**src/rtl/lsa_pkg.sv**
```systemverilog
package lsa_pkg;
    localparam int DATA_W = 32;
    localparam int LANES  = DATA_W / 8;
    localparam int OFS_W  = $clog2(LANES);

    typedef enum logic [1:0] {
        SZ_BYTE  = 2'd0,
        SZ_HALF  = 2'd1,
        SZ_WORD  = 2'd2,
        SZ_UPPER = 2'd3
    } acc_size_e;

    typedef struct packed {
        acc_size_e        size;
        logic             uns;
        logic [OFS_W-1:0] ofs;
        logic             bad;
        logic [15:0]      imm;
    } ld_ctrl_t;

    function automatic logic size_aligned(acc_size_e sz, logic [OFS_W-1:0] o);
        case (sz)
            SZ_HALF: return ~o[0];
            SZ_WORD: return o == '0;
            default: return 1'b1;
        endcase
    endfunction

    // does an access of size sz at offset o cover byte offset k
    function automatic logic lane_hit(acc_size_e sz, logic [OFS_W-1:0] o,
                                      logic [OFS_W-1:0] k);
        case (sz)
            SZ_BYTE: return o == k;
            SZ_HALF: return o[1] == k[1];
            SZ_WORD: return 1'b1;
            default: return 1'b0;
        endcase
    endfunction
endpackage

```
**src/rtl/lsa_addr_gen.sv**
```systemverilog
module lsa_addr_gen
    import lsa_pkg::*;
#(
    parameter int ADDR_W = 32,
    parameter int DISP_W = 16
) (
    input  logic [ADDR_W-1:0] base_addr,
    input  logic [DISP_W-1:0] disp,
    input  acc_size_e         size,
    output logic [ADDR_W-1:0] word_addr,
    output logic [OFS_W-1:0]  ofs,
    output logic              aligned
);
    localparam int EXT_W = ADDR_W - DISP_W;

    logic [ADDR_W-1:0] eff;

    always_comb begin
        eff       = base_addr + {{EXT_W{disp[DISP_W-1]}}, disp};
        ofs       = eff[OFS_W-1:0];
        word_addr = {eff[ADDR_W-1:OFS_W], {OFS_W{1'b0}}};
        aligned   = size_aligned(size, ofs);
    end
endmodule

```
**src/rtl/lsa_store_lanes.sv**
```systemverilog
module lsa_store_lanes
    import lsa_pkg::*;
(
    input  logic              clk,
    input  logic              rst,
    input  logic              en,
    input  acc_size_e         size,
    input  logic [OFS_W-1:0]  ofs,
    input  logic [DATA_W-1:0] sdata,
    output logic [LANES-1:0]  be,
    output logic [DATA_W-1:0] wdata
);
    // big-endian: enable bit l serves byte offset LANES-1-l
    for (genvar l = 0; l < LANES; l++) begin : g_lane
        localparam logic [OFS_W-1:0] BOFS = OFS_W'(LANES - 1 - l);
        assign be[l] = en & lane_hit(size, ofs, BOFS);
    end

    always_comb begin
        case (size)
            SZ_BYTE: wdata = {LANES{sdata[7:0]}};
            SZ_HALF: wdata = {(LANES/2){sdata[15:0]}};
            SZ_WORD: wdata = sdata;
            default: wdata = '0;
        endcase
    end

    a_r2_half_lanes_pair: assert property (@(posedge clk) disable iff (rst)
        (en && size == SZ_HALF) |-> (be == 4'b1100 || be == 4'b0011));
    a_r2_byte_single_lane: assert property (@(posedge clk) disable iff (rst)
        (en && size == SZ_BYTE) |-> $onehot0(be) && be != '0);
endmodule

```
**src/rtl/lsa_load_extract.sv**
```systemverilog
module lsa_load_extract
    import lsa_pkg::*;
(
    input  logic              clk,
    input  logic              rst,
    input  logic              take_load,
    input  logic              take_bad,
    input  ld_ctrl_t          ctrl_d,
    input  logic [DATA_W-1:0] mem_rdata,
    output logic              ld_valid,
    output logic [DATA_W-1:0] ld_data,
    output logic              misalign
);
    ld_ctrl_t ctrl_q;
    logic     vld_q;
    logic     bad_q;
    logic [7:0]  sel_b;
    logic [15:0] sel_h;

    always_ff @(posedge clk) begin
        if (rst) begin
            vld_q  <= 1'b0;
            bad_q  <= 1'b0;
            ctrl_q <= '0;
        end else begin
            vld_q  <= take_load;
            bad_q  <= take_bad;
            if (take_load) ctrl_q <= ctrl_d;
        end
    end

    always_comb begin
        sel_b = mem_rdata[8*(LANES-1-int'(ctrl_q.ofs)) +: 8];
        sel_h = ctrl_q.ofs[1] ? mem_rdata[15:0] : mem_rdata[31:16];
        if (ctrl_q.bad) ld_data = '0;
        else case (ctrl_q.size)
            SZ_BYTE: ld_data = {{(DATA_W-8){sel_b[7] & ~ctrl_q.uns}}, sel_b};
            SZ_HALF: ld_data = {{(DATA_W-16){sel_h[15] & ~ctrl_q.uns}}, sel_h};
            SZ_WORD: ld_data = mem_rdata;
            default: ld_data = {ctrl_q.imm, 16'h0000};
        endcase
    end

    assign ld_valid = vld_q;
    assign misalign = bad_q;

    a_r4_bad_load_zero: assert property (@(posedge clk) disable iff (rst)
        (ld_valid && misalign) |-> ld_data == '0);
    a_r8_upper_low_clear: assert property (@(posedge clk) disable iff (rst)
        (ld_valid && ctrl_q.size == SZ_UPPER) |-> ld_data[15:0] == '0);
    a_r6_half_unsigned_top: assert property (@(posedge clk) disable iff (rst)
        (ld_valid && ctrl_q.size == SZ_HALF && ctrl_q.uns) |-> ld_data[31:16] == '0);
endmodule

```
**src/rtl/lane_align_unit.sv**
```systemverilog
module lane_align_unit
    import lsa_pkg::*;
#(
    parameter int ADDR_W = 32,
    parameter int DISP_W = 16
) (
    input  logic              clk,
    input  logic              rst,
    input  logic              req_valid,
    input  logic              req_store,
    input  logic [1:0]        req_size,
    input  logic              req_unsigned,
    input  logic [ADDR_W-1:0] base_addr,
    input  logic [DISP_W-1:0] disp,
    input  logic [31:0]       st_data,
    input  logic [31:0]       mem_rdata,
    output logic [ADDR_W-1:0] mem_addr,
    output logic [31:0]       mem_wdata,
    output logic [3:0]        mem_be,
    output logic              mem_we,
    output logic              mem_re,
    output logic              ld_valid,
    output logic [31:0]       ld_data,
    output logic              misalign
);
    acc_size_e        size;
    logic [OFS_W-1:0] ofs;
    logic             aligned;
    logic             touches_mem;
    ld_ctrl_t         ctrl;

    assign size        = acc_size_e'(req_size);
    assign touches_mem = req_valid & aligned & (size != SZ_UPPER);

    lsa_addr_gen #(.ADDR_W(ADDR_W), .DISP_W(DISP_W)) u_addr (
        .base_addr(base_addr), .disp(disp), .size(size),
        .word_addr(mem_addr), .ofs(ofs), .aligned(aligned));

    lsa_store_lanes u_st (
        .clk(clk), .rst(rst), .en(touches_mem & req_store),
        .size(size), .ofs(ofs), .sdata(st_data),
        .be(mem_be), .wdata(mem_wdata));

    assign mem_we = touches_mem & req_store;
    assign mem_re = touches_mem & ~req_store;

    always_comb begin
        ctrl.size = size;
        ctrl.uns  = req_unsigned;
        ctrl.ofs  = ofs;
        ctrl.bad  = ~aligned;
        ctrl.imm  = disp[15:0];
    end

    lsa_load_extract u_ld (
        .clk(clk), .rst(rst),
        .take_load(req_valid & ~req_store),
        .take_bad(req_valid & ~aligned),
        .ctrl_d(ctrl), .mem_rdata(mem_rdata),
        .ld_valid(ld_valid), .ld_data(ld_data), .misalign(misalign));

    a_r9_load_next_cycle: assert property (@(posedge clk) disable iff (rst)
        (req_valid && !req_store) |=> ld_valid);
    a_r9_store_no_result: assert property (@(posedge clk) disable iff (rst)
        (req_valid && req_store) |=> !ld_valid);
    a_r4_misaligned_store_quiet: assert property (@(posedge clk) disable iff (rst)
        (req_valid && req_store && !aligned) |-> (!mem_we && mem_be == '0));
    a_r4_flag_only_after_request: assert property (@(posedge clk) disable iff (rst)
        !req_valid |=> !misalign);
    a_r2_we_has_lanes: assert property (@(posedge clk) disable iff (rst)
        mem_we |-> mem_be != '0);
endmodule

```
**config.mk**
```make
export PLATFORM = sky130hd
export DESIGN_NAME = lane_align_unit
export DESIGN_NICKNAME = d
export VERILOG_FILES = /design/src/rtl/lsa_pkg.sv /design/src/rtl/lsa_addr_gen.sv /design/src/rtl/lsa_store_lanes.sv /design/src/rtl/lsa_load_extract.sv /design/src/rtl/lane_align_unit.sv
export SDC_FILE = /design/constraint.sdc
export NUM_CORES = 1
export LEC_CHECK = 0
export ABC_AREA = 0
export BUFFER_PORTS_ARGS = -buffer_cell sky130_fd_sc_hd__buf_4
export CAP_MARGIN = 20
export CORE_MARGIN = 1.5
export CORE_UTILIZATION = 41
export DETAILED_ROUTE_END_ITERATION = 16
export GPL_ROUTABILITY_DRIVEN = 0
export PLACE_DENSITY = 0.76
export REMOVE_ABC_BUFFERS = 1
export SYNTH_ARGS = -nofsm -noshare
export SYNTH_HDL_FRONTEND = slang
export SYNTH_SLANG_ARGS = --single-unit
```
**constraint.sdc**
```tcl
create_clock -name clk -period 2.2 [get_ports clk]
set_clock_uncertainty 0.15 [all_clocks]
set_input_delay 0.22 -clock clk [delete_from_list [all_inputs] [get_ports clk]]
set_output_delay 0.22 -clock clk [all_outputs]
set_load 0.01 [all_outputs]
```
==> results of run 1 <==
-- cells in the final DEF, fill, tap and decap left out, drive strengths merged, types with 6 or more instances in the layout --
| cell type | Yosys | layout |
|---|---|---|
| buf | 7 | 359 |
| a21oi | 102 | 102 |
| nand2 | 80 | 81 |
| nor2 | 71 | 71 |
| ha | 35 | 35 |
| nor3 | 27 | 27 |
| dfxtp | 24 | 24 |
| a22oi | 23 | 23 |
| o21ai | 19 | 19 |
| inv | 14 | 14 |
| xnor2 | 14 | 14 |
| a21o | 13 | 13 |
| xor2 | 12 | 12 |
| mux2 | 11 | 11 |
| and2 | 10 | 10 |
| nand3 | 10 | 10 |
| a31oi | 7 | 7 |
| nor2b | 6 | 6 |
-- critical path: stages --
cell	delay, ps
sky130_fd_sc_hd__buf_8	100
sky130_fd_sc_hd__ha_4	160
sky130_fd_sc_hd__fa_2	360
sky130_fd_sc_hd__a21oi_2	210
sky130_fd_sc_hd__o211ai_1	160
sky130_fd_sc_hd__nand4_1	190
sky130_fd_sc_hd__a21oi_2	100
sky130_fd_sc_hd__o21bai_1	190
sky130_fd_sc_hd__buf_4	210
sky130_fd_sc_hd__mux2i_4	280
sky130_fd_sc_hd__nand3_2	90
sky130_fd_sc_hd__buf_4	150
-- layer usage --
metal	vias up	GRT usage [%]	wire [µm]
met2	810	67.3	11500
met3	302	7.59	3390
met5	-	0	0
met1	3096	42.3	8230
met4	0	13.0	2530
li1	2734	-	-
-- logic make-up (layout without fill, tap and decap cells) --
kind of cell	Yosys count	in the layout	share of synthesized area (%)
other cells	1	2	0.0992
compound gates	198	198	32.2
xor+xnor	26	26	6.02
flops	24	24	12.7
mux	14	14	4.07
buf+inv	52	378	5.49
fa+ha+maj	36	36	12.1
simple gates	228	229	27.3
-- layout make-up --
| class | instances | area [µm²] |
|---|---|---|
| clock buffers | 4 | 55.1 |
| fillers | 363 | 961 |
| inverters | 14 | 52.6 |
| multi-input cells | 505 | 4190 |
| flip-flops and latches | 24 | 490 |
| well taps | 108 | 135 |
| repair buffers | 360 | 2920 |
-- power groups by stage --
stage          Clock [W]  Combinational [W]  Sequential [W]
4_1_cts         0.000302            0.00218        0.000467
2_1_floorplan          0           0.000857        0.000488
6_report        0.000330            0.00270        0.000476
5_1_grt         0.000333            0.00277        0.000476
3_3_place_gp           0            0.00187        0.000477
3_5_place_dp           0            0.00192        0.000478
-- flip-flops by register name, summed over array words and instances (netlist names) --
name / count
u_ld.misalign: 1
u_ld.ctrl_q: 22
u_ld.ld_valid: 1
-- timing repair --
item,in CTS,in global routing
pin swaps,66,89
buffers inserted,15,17
setup endpoints to repair,53,69
gates resized for setup,132,132
gates cloned,0,2
-- through the flow --
| stage | cell area [µm²] | utilization, % |
|---|---|---|
| detailed placement | 6270 | 71.2 |
| global placement | 6270 | 71.2 |
| CTS | 7100 | 80.7 |
| floorplan | 3630 | - |
| finish | 7850 | 89.1 |
| global route | 7850 | 89.1 |
-- final timing paths --
kind | depth (start not counted) | to | slack [ps] | start
setup / recovery | 12 | mem_addr[30] | -600 | disp[0]
hold / removal | 3 | u_ld.ctrl_q[19]$_SDFFE_PP0P_ | 40 | req_unsigned
setup reg to reg | 3 | u_ld.ctrl_q[21]$_SDFFE_PP0P_ | 1000 | u_ld.ctrl_q[21]$_SDFFE_PP0P_
hold reg to reg | 2 | u_ld.ctrl_q[9]$_SDFFE_PP0P_ | 320 | u_ld.ctrl_q[9]$_SDFFE_PP0P_
==> qor.log, run 1 <==
INFO  cts            cts_tree=built
INFO  drt            routed_via_density=6.84
INFO  synth          synthesis.yosys.warnings=0
INFO  timing         final_critical_path_setup_slack=-604ps
INFO  timing         finalHoldViolCount=0
INFO  place          place_inst=984
INFO  drt            antenna_violating_nets_post_route=0
INFO  setup_path     worstPathArrival=2430ps
INFO  synth          synthesis.area=3780µm²
INFO  pwr            peakVddDrop=321µV
INFO  synth          synth_most_common_cell=sky130_fd_sc_hd__a21oi_1
INFO  pwr            share_comb_of_total_power=77.0%
INFO  global_routing globalRouteTotalUtil=36.8%
INFO  run            drv_cap=0
INFO  place          dp_hpwl=12900µm
INFO  synth          synth.area.top_cells=sky130_fd_sc_hd__a21oi_1, sky130_fd_sc_hd__dfxtp_1, sky130_fd_sc_hd__ha_1
INFO  cts            clk_transition_reported_paths=100ps
INFO  synth          number_of_synthesized_flops_with_an_enable_pin=0
INFO  pwr            static-leakage-power=3.64nW
INFO  pwr            fin_total_pwr=0.00351W
INFO  synth          synth_commonest_cells=sky130_fd_sc_hd__a21oi_1, sky130_fd_sc_hd__nand2_1, sky130_fd_sc_hd__nor2_1
INFO  floorplanning  start_util=42.9%
INFO  pwr            internal-power=0.00193W
INFO  cts            tritoncts.num_buffers=3
INFO  final_layout   final_nets=1063
INFO  timing         finalCritPeriodShare=127%
INFO  synth          synth-async-reset-ratio=0%
INFO  synth          synth.lib_cells_used.distinct=59
INFO  setup_path     setup.worst_path.end_class=output port
INFO  cts            clkLatencyLatePin=280ps
INFO  drt            routed_wire_length_per_instance=25.3µm
INFO  timing         fmaxAchievable=357MHz
INFO  timing         timing.final.max_slew_violations=0
INFO  synth          postSynthCellCount=579
INFO  final_layout   area_growth=108%
INFO  synth          synth_seq_cells=24
INFO  synth          post_synth.cell_area_avg=6.53µm²
INFO  floorplanning  io_pins=223
INFO  global_routing number_of_antenna_violations_at_the_first_check_in_global_routing=0
INFO  hold_path      hold_path_class=input pin to flip-flop
INFO  place          port_buffers=220
INFO  floorplanning  placementRows=34
INFO  outcome        failed_checks=negative setup slack
INFO  floorplanning  die_y=99.0µm
INFO  floorplanning  core_area=8810µm²
INFO  cts            cts_sinks=24
INFO  pwr            total_power_per_unit_cell_area=447nW/µm²
INFO  floorplanning  chipWidth=99.0µm
INFO  timing         fin_tns_setup=-12050ps
INFO  pwr            switching_power=0.00158W
INFO  global_routing gr-total-overflow=0
INFO  timing         final.hold.worst_slack=44.0ps
INFO  timing         unrepaired_setup_endpoints_after_global_routing=yes
INFO  setup_path     crit_fanout=5
INFO  synth          synth_top_area_cell=sky130_fd_sc_hd__a21oi_1
INFO  setup_path     setup.worst_path.start_class=input pin
INFO  timing         finalWorstPathRequiredPeriod=2800ps
INFO  place          detailedPlace.worstSlack=-630ps
INFO  pwr            switching_part_of_the_total_power=45.1%
INFO  outcome        result_of_the_run=finished, violations left
INFO  cts            holdBufCountCts=0
INFO  global_routing first_global_vias=5894
INFO  global_routing maximum_number_of_pins_on_one_net_before_global_route_repair=31
INFO  final_layout   fin_cells=1015
INFO  cts            clockRootBuffer=sky130_fd_sc_hd__clkbuf_8
INFO  cts            cts-htree-levels=1
INFO  synth          yosys.area.top_type_share=13.2%
INFO  synth          seq_area_frac_synth=12.7%
INFO  pwr            clock_power_share=9.4%
INFO  setup_path     data_required_time_at_the_worst_endpoint=1830ps
INFO  synth          ys_dominant_reg_cell=sky130_fd_sc_hd__dfxtp_1
INFO  global_routing grt_first_pass_wirelength=29400µm
INFO  final_layout   n_antenna_cell=0
INFO  setup_path     worst-setup-path-type=input pin to output port
INFO  drt            detailed_router_iteration_count_before_antenna_repair=11
INFO  drt            finalWirelength=25600µm
INFO  cts            clock_path_buffers=2
INFO  timing         setup_viol_count_final=48
INFO  drt            drc=0
INFO  pwr            proportion_of_power_drawn_by_flip_flops_and_latches=13.6%
INFO  floorplanning  design.die.area=9800µm²
INFO  final_layout   post_route_cells_drive_above_1_share=59.0%
INFO  drt            detailroute.via_count=6942
INFO  drt            drt-initial-drc-count=992
Power figures use the tool's default switching activity.
==> inputs of run 2 (changes only) <==
--- a/config.mk
+++ b/config.mk
@@ -6,14 +6,15 @@
 export NUM_CORES = 1
 export LEC_CHECK = 0
 export ABC_AREA = 0
-export BUFFER_PORTS_ARGS = -buffer_cell sky130_fd_sc_hd__buf_4
 export CAP_MARGIN = 20
 export CORE_MARGIN = 1.5
-export CORE_UTILIZATION = 41
+export CORE_UTILIZATION = 55
 export DETAILED_ROUTE_END_ITERATION = 16
+export DONT_BUFFER_PORTS = 1
 export GPL_ROUTABILITY_DRIVEN = 0
-export PLACE_DENSITY = 0.76
+export PLACE_DENSITY = 0.7
 export REMOVE_ABC_BUFFERS = 1
+export SKIP_CTS_REPAIR_TIMING = 1
 export SYNTH_ARGS = -nofsm -noshare
 export SYNTH_HDL_FRONTEND = slang
 export SYNTH_SLANG_ARGS = --single-unit
==> run 2 against run 1 <==
  * The run still ends with negative setup slack left
  * Highest routed layer unchanged
  * Power shrank 37%
  * Sequential share of layout area increased by 3.4 points
  * Critical path depth shrank 3
  * Via count down 31%
  * Hold slack better by 96 ps
  * Fmax increased by 11%
  * Critical path type unchanged
  * Register-to-register slack lost 190 ps
==> qor.log, run 2 (synthesized netlist as in run 1, its figures left out) <==
INFO  outcome        result_of_the_run=finished, violations left
INFO  outcome        failed_checks=negative setup slack
INFO  drt            routed_via_density=6.42
INFO  global_routing globalRouteTotalUtil=29.4%
INFO  drt            routed_wire_length_per_instance=18.7µm
INFO  final_layout   final_cell_area=5060µm²
INFO  floorplanning  placementRows=30
INFO  cts            cts_sinks=24
INFO  floorplanning  design.die.area=7380µm²
INFO  timing         setup_viol_count_final=17
INFO  setup_path     worst-setup-path-type=input pin to output port
INFO  pwr            share_comb_of_total_power=67.0%
INFO  final_layout   post_route_cells_drive_above_1_share=26.3%
INFO  pwr            switching_power=0.000988W
INFO  pwr            switching_part_of_the_total_power=44.8%
INFO  timing         final_critical_path_setup_slack=-333ps
INFO  timing         fmaxAchievable=395MHz
INFO  setup_path     worst_path_dominant_cell_family=compound AO/OA/AOI/OAI gates
INFO  final_layout   area_growth=33.9%
INFO  floorplanning  core_area=6720µm²
INFO  place          placed_cell_area=4370µm²
INFO  cts            clkLatencyLatePin=250ps
INFO  drt            drt-initial-drc-count=400
INFO  setup_path     setup.worst_path.end_class=output port
INFO  pwr            peakVddDrop=217µV
INFO  place          detailedPlace.worstSlack=-429ps
INFO  cts            cts-htree-levels=1
INFO  drt            detailroute.via_count=4767
INFO  cts            tritoncts.num_buffers=3
INFO  global_routing grt_first_pass_wirelength=18000µm
INFO  timing         finalHoldViolCount=0
INFO  setup_path     cpPeakStageDelay=390ps
INFO  run            drv_cap=0
INFO  place          port_buffers=0
INFO  setup_path     worst-r2r-cell-count=3
INFO  setup_path     worst_path_depth=9
INFO  floorplanning  io_pins=223
INFO  hold_path      hold_path_class=input pin to flip-flop
INFO  final_layout   most_used_cells_in_the_layout_excluding_fill_and_tap_cells=sky130_fd_sc_hd__buf_4, sky130_fd_sc_hd__a21oi_1, sky130_fd_sc_hd__nand2_1
INFO  setup_path     timing.critical_path.buf_inv=1
INFO  timing         transition_at_the_pin_with_the_smallest_max_transition_slack=890ps
INFO  floorplanning  die_y=85.9µm
INFO  pwr            internal-power=0.00122W
INFO  pwr            total_power_per_unit_cell_area=436nW/µm²
INFO  final_layout   fin_cells=742
INFO  place          dp_hpwl=9900µm
INFO  place          place_inst=707
INFO  pwr            proportion_of_power_drawn_by_flip_flops_and_latches=21.6%
INFO  floorplanning  start_util=56.3%
INFO  final_layout   regMostFlops=u_ld.ctrl_q
INFO  cts            cts_tree=built
INFO  timing         finalWorstPathRequiredPeriod=2530ps
INFO  final_layout   final_nets=818
INFO  pwr            static-leakage-power=2.20nW
INFO  setup_path     data_required_time_at_the_worst_endpoint=1830ps
INFO  timing         final.hold.worst_slack=140ps
INFO  drt            antenna_violating_nets_post_route=0
INFO  final_layout   largest_register_ff_count=22
INFO  setup_path     crit_path_cell_trace=ha_1, a21o_1, a21o_1, and2_0, or3_1, a31oi_2, buf_4, o31ai_2, xor2_1
INFO  setup_path     setup.worst_path.start_class=input pin
INFO  floorplanning  chipWidth=85.9µm
INFO  global_routing maximum_number_of_pins_on_one_net_before_global_route_repair=25
INFO  timing         unrepaired_setup_endpoints_after_global_routing=yes
INFO  cts            clk_transition_reported_paths=80ps
INFO  timing         timing.max_slew.rel_slack=40.7%
INFO  setup_path     crit_fanout=2
INFO  cts            clock_path_buffers=2
INFO  drt            finalWirelength=13900µm
INFO  final_layout   layout.core_utilization=75.3%
INFO  global_routing number_of_antenna_violations_at_the_first_check_in_global_routing=1
INFO  pwr            clock_power_share=11.4%
INFO  timing         timing.final.max_slew_violations=0
INFO  setup_path     worstPathArrival=2160ps
INFO  hold_path      worstHoldPathCells=3
INFO  final_layout   layout.cells.most_common=sky130_fd_sc_hd__buf_4
INFO  timing         finalCritPeriodShare=115%
INFO  setup_path     timing.critical_path.slowest_stage_cell=sky130_fd_sc_hd__or3_1
INFO  global_routing first_global_vias=3998
INFO  global_routing gr-total-overflow=0
INFO  setup_path     path_common_cell=sky130_fd_sc_hd__a21o_1
INFO  cts            clockRootBuffer=sky130_fd_sc_hd__clkbuf_8
INFO  drt            detailed_router_iteration_count_before_antenna_repair=7
INFO  drt            drc=0
[run 2: tightest hold or removal path, cell delays in order]
cell and delay, ps:
sky130_fd_sc_hd__ha_4 130, sky130_fd_sc_hd__nand2_1 50, sky130_fd_sc_hd__a21oi_1 110
[run 2: through the flow]
step,power [W],TNS [ps]
after detailed placement,0.00173,-4660
after CTS,0.00198,-6510
after floorplan,0.00135,-2920
after global placement,0.00170,-4400
final,0.00221,-2310
after global routing,0.00233,-3780
[run 2: final timing paths]
check | from | end | slack, ps
max | base_addr[18] | mem_addr[25] | -330
max reg2reg | u_ld.ctrl_q[10]$_SDFFE_PP0P_ | u_ld.ctrl_q[10]$_SDFFE_PP0P_ | 810
min | base_addr[0] | u_ld.ctrl_q[17]$_SDFFE_PP0P_ | 140
min reg2reg | u_ld.ctrl_q[4]$_SDFFE_PP0P_ | u_ld.ctrl_q[4]$_SDFFE_PP0P_ | 310
[run 2: area by class of cell]
type,count,area [µm²]
Fill cell,529,1660
Multi-Input combinational cell,504,3440
Sequential cell,24,487
Clock buffer,3,41.3
Timing Repair Buffer,116,935
Antenna cell,1,2.50
Tap cell,80,100
Inverter,14,52.6
[run 2: per-layer routing]
layer / part of all wire [%] / routed length (µm) / GRT usage [%]
met1: 39 / 5490 / 35.8
met2: 49 / 6840 / 51.9
met3: 8.5 / 1180 / 6.54
met4: 2.8 / 393 / 8.50
met5: 0 / 0 / 0
[run 2: power by group through the flow]
| stage | Clock [W] | Combinational, W | Sequential, W |
|---|---|---|---|
| 6_report | 0.000253 | 0.00148 | 0.000477 |
| 3_3_place_gp | 0 | 0.00122 | 0.000485 |
| 4_1_cts | 0.000255 | 0.00125 | 0.000475 |
| 3_5_place_dp | 0 | 0.00124 | 0.000485 |
| 2_1_floorplan | 0 | 0.000857 | 0.000488 |
| 5_1_grt | 0.000268 | 0.00158 | 0.000479 |
==> inputs of run 3 (changes only) <==
==> constraint.sdc (replaced) <==
create_clock -name clk -period 2.2 [get_ports clk]
set_clock_uncertainty 0.15 [all_clocks]
set_input_delay 0.66 -clock clk [delete_from_list [all_inputs] [get_ports clk]]
set_output_delay 0.66 -clock clk [all_outputs]
set_load 0.01 [all_outputs]
==> run 3 against run 2 <==
  * Synthesized cell count is the same
  * Synthesized area is the same
  * The run now fails in global routing
==> qor.log, run 3 <==
INFO  cts            cts_sinks=24
INFO  synth          yosys.area.top_type_share=13.2%
INFO  global_routing maximum_number_of_pins_on_one_net_before_global_route_repair=26
INFO  outcome        result_of_the_run=aborted with a tool error
INFO  synth          seq_area_frac_synth=12.7%
INFO  timing         endpoint_type=top-level output
INFO  floorplanning  io_pins=223
INFO  outcome        stop_error=[ERROR GRT-0232] Routing congestion too high. Check the congestion heatmap in the GUI.
INFO  outcome        stop_stage=global routing
INFO  floorplanning  chipWidth=85.9µm
INFO  synth          synth_top_area_cell=sky130_fd_sc_hd__a21oi_1
INFO  global_routing gr-total-overflow=5
INFO  synth          ys_dominant_reg_cell=sky130_fd_sc_hd__dfxtp_1
INFO  synth          synthesis.area=3780µm²
INFO  global_routing globalRouteTotalUtil=71.8%
INFO  place          detailedPlace.worstSlack=-1360ps
INFO  synth          synth.lib_cells_used.distinct=59
INFO  synth          synth_most_common_cell=sky130_fd_sc_hd__a21oi_1
INFO  synth          synth_commonest_cells=sky130_fd_sc_hd__a21oi_1, sky130_fd_sc_hd__nand2_1, sky130_fd_sc_hd__nor2_1
INFO  synth          post_synth.cell_area_avg=6.53µm²
INFO  place          place_inst=768
INFO  cts            tritoncts.num_buffers=3
INFO  cts            clock_path_buffers=2
INFO  floorplanning  die_y=85.9µm
INFO  floorplanning  start_util=56.3%
INFO  timing         crit_endpoint=mem_addr[26]
INFO  place          dp_hpwl=10800µm
INFO  place          port_buffers=0
INFO  synth          number_of_synthesized_flops_with_an_enable_pin=0
INFO  cts            clockRootBuffer=sky130_fd_sc_hd__clkbuf_8
INFO  cts            cts-htree-levels=1
INFO  floorplanning  placementRows=30
INFO  synth          synth.area.top_cells=sky130_fd_sc_hd__a21oi_1, sky130_fd_sc_hd__dfxtp_1, sky130_fd_sc_hd__ha_1
INFO  synth          synthesis.yosys.warnings=0
INFO  synth          synth-async-reset-ratio=0%
INFO  synth          synth_seq_cells=24
INFO  synth          postSynthCellCount=579
## run 3: stage by stage
stage	cell area [µm²]	hold slack, ps
2_1_floorplan	3630	281
3_3_place_gp	4840	288
3_5_place_dp	4840	293
4_1_cts	4880	305
## run 3: per-layer routing
layer | overflow | track usage (%)
met2 | 5 | 96.1
met5 | 0 | 1.40
met1 | 0 | 68.0
met3 | 0 | 52.6
met4 | 0 | 75.7
## run 3: logic make-up after synthesis
group,share of synthesized area (%)
flops,12.7
fa+ha+maj,12.1
other cells,0.0992
compound gates,32.2
buf+inv,5.49
mux,4.07
xor+xnor,6.02
simple gates,27.3
==> inputs of run 4 (changes only) <==
--- a/config.mk
+++ b/config.mk
@@ -8,11 +8,11 @@
 export ABC_AREA = 0
 export CAP_MARGIN = 20
 export CORE_MARGIN = 1.5
-export CORE_UTILIZATION = 55
+export CORE_UTILIZATION = 40
 export DETAILED_ROUTE_END_ITERATION = 16
 export DONT_BUFFER_PORTS = 1
 export GPL_ROUTABILITY_DRIVEN = 0
-export PLACE_DENSITY = 0.7
+export PLACE_DENSITY_LB_ADDON = 0.15
 export REMOVE_ABC_BUFFERS = 1
 export SKIP_CTS_REPAIR_TIMING = 1
 export SYNTH_ARGS = -nofsm -noshare
==> constraint.sdc (replaced) <==
create_clock -name clk -period 2.9 [get_ports clk]
set_clock_uncertainty 0.15 [all_clocks]
set_input_delay 0.87 -clock clk [delete_from_list [all_inputs] [get_ports clk]]
set_output_delay 0.87 -clock clk [all_outputs]
set_load 0.01 [all_outputs]
==> run 4 against run 3 <==
  * The flow now finishes, with violations (negative setup slack)
==> qor.log, run 4 (synthesized netlist as in run 1, its figures left out) <==
INFO  outcome        result_of_the_run=finished, violations left
INFO  outcome        failed_checks=negative setup slack
INFO  pwr            peakVddDrop=183µV
INFO  global_routing globalRouteTotalUtil=23.8%
INFO  drt            detailroute.via_count=4681
INFO  final_layout   layout.cells.most_common=sky130_fd_sc_hd__buf_4
INFO  floorplanning  io_pins=223
INFO  final_layout   post_route_cells_drive_above_1_share=40.6%
INFO  final_layout   largest_register_ff_count=22
INFO  run            drv_cap=0
INFO  timing         timing.final.max_slew_violations=0
INFO  pwr            static-leakage-power=2.51nW
INFO  global_routing number_of_antenna_violations_at_the_first_check_in_global_routing=0
INFO  cts            cts_tree=built
INFO  setup_path     crit_path_cell_trace=ha_1, a21oi_1, nor3_4, o2111ai_2, nand3_2, and3_1, or3_1, xor2_2
INFO  setup_path     worst-setup-path-type=input pin to output port
INFO  final_layout   area_growth=53.7%
INFO  cts            tritoncts.num_buffers=3
INFO  timing         fmaxAchievable=270MHz
INFO  place          dp_hpwl=10400µm
INFO  floorplanning  core_area=9200µm²
INFO  cts            cts-htree-levels=1
INFO  drt            drc=0
INFO  cts            clkLatencyLatePin=260ps
INFO  pwr            fin_total_pwr=0.00194W
INFO  floorplanning  chipWidth=100µm
INFO  timing         finalWorstPathRequiredPeriod=3710ps
INFO  floorplanning  start_util=41.1%
INFO  timing         transition_at_the_pin_with_the_smallest_max_transition_slack=840ps
INFO  drt            antenna_violating_nets_post_route=0
INFO  cts            clock_path_buffers=2
INFO  setup_path     worstSetupStartpoint=base_addr[1]
INFO  final_layout   layout.core_utilization=63.2%
INFO  timing         setup_viol_count_final=49
INFO  drt            routed_via_density=5.85
INFO  setup_path     timing.critical_path.buf_inv=0
INFO  timing         unrepaired_setup_endpoints_after_global_routing=yes
INFO  global_routing gr-total-overflow=0
INFO  timing         fin_tns_setup=-19170ps
INFO  setup_path     worstPathArrival=2690ps
INFO  setup_path     cpPeakStageDelay=390ps
INFO  place          port_buffers=0
INFO  cts            cts_sinks=24
INFO  drt            drt-initial-drc-count=169
INFO  floorplanning  design.die.area=10000µm²
INFO  final_layout   most_used_cells_in_the_layout_excluding_fill_and_tap_cells=sky130_fd_sc_hd__buf_4, sky130_fd_sc_hd__nand2_1, sky130_fd_sc_hd__a21oi_1
INFO  hold_path      hold_path_class=flip-flop to flip-flop
INFO  setup_path     data_required_time_at_the_worst_endpoint=1880ps
INFO  timing         final_critical_path_setup_slack=-807ps
INFO  cts            clk_transition_reported_paths=80ps
INFO  final_layout   final_nets=845
INFO  timing         final.hold.worst_slack=303ps
INFO  timing         timing.max_slew.rel_slack=44.0%
INFO  setup_path     crit_fanout=3
INFO  setup_path     setup.worst_path.start_class=input pin
INFO  global_routing first_global_vias=4247
INFO  global_routing grt_first_pass_wirelength=19900µm
INFO  setup_path     setup.worst_path.end_class=output port
INFO  final_layout   regMostFlops=u_ld.ctrl_q
INFO  global_routing maximum_number_of_pins_on_one_net_before_global_route_repair=25
INFO  drt            detailed_router_iteration_count_before_antenna_repair=5
INFO  drt            routed_wire_length_per_instance=17.4µm
INFO  floorplanning  placementRows=35
INFO  timing         finalHoldViolCount=0
INFO  floorplanning  die_y=100µm
INFO  place          detailedPlace.worstSlack=-1040ps
INFO  final_layout   n_antenna_cell=0
INFO  setup_path     worst_path_dominant_cell_family=simple AND/OR/NAND/NOR gates
INFO  pwr            total_power_per_unit_cell_area=334nW/µm²
INFO  setup_path     worst_r2r_start=u_ld.ctrl_q[16]$_SDFFE_PP0P_
INFO  cts            clockRootBuffer=sky130_fd_sc_hd__clkbuf_8
INFO  drt            finalWirelength=14000µm
INFO  timing         finalCritPeriodShare=128%
INFO  hold_path      worst_hold_startpoint=u_ld.ctrl_q[4]$_SDFFE_PP0P_
INFO  setup_path     timing.critical_path.slowest_stage_cell=sky130_fd_sc_hd__or3_1
-- run 4: per-stage QoR --
| stage | area (µm²) | cells |
|---|---|---|
| 2_1_floorplan | 3630 | 542 |
| 3_3_place_gp | 4750 | 784 |
| 3_5_place_dp | 4750 | 784 |
| 4_1_cts | 4810 | 788 |
| 5_1_grt | 5810 | 800 |
| 6_report | 5810 | 800 |
-- run 4: path summary, 6_finish.rpt --
| path | end | cells after the start | slack, ps |
|---|---|---|---|
| hold / removal | u_ld.ctrl_q[4]$_SDFFE_PP0P_ | 2 | 300 |
| hold reg to reg | u_ld.ctrl_q[4]$_SDFFE_PP0P_ | 2 | 300 |
| setup reg to reg | u_ld.ctrl_q[16]$_SDFFE_PP0P_ | 2 | 1780 |
| setup / recovery | mem_addr[21] | 8 | -810 |
-- run 4: per-layer routing --
metal	part of all wire (%)	track usage, %	wire (µm)
met1	40	29.7	5640
met2	51	42.6	7090
met3	7.9	5.22	1100
met4	0.87	3.47	121
met5	0	0	0
-- run 4: area by class of cell --
class,count,area [µm²]
multi-input combinational,504,3920
fill,796,3390
timing repair buffer,143,1150
sequential,24,490
tap,111,139
clock buffer,4,55.1
inverter,14,55.1
-- run 4: power breakdown --
part | internal (W) | switching [W]
registers | 0.000345 | 0.0000194
logic | 0.000649 | 0.000701
clock network | 0.000121 | 0.000105
-- run 4: worst reg2reg max path: stages (launching register included) --
cell	delay, ps
sky130_fd_sc_hd__dfxtp_2	630
sky130_fd_sc_hd__a21oi_1	140
sky130_fd_sc_hd__nor2_1	130
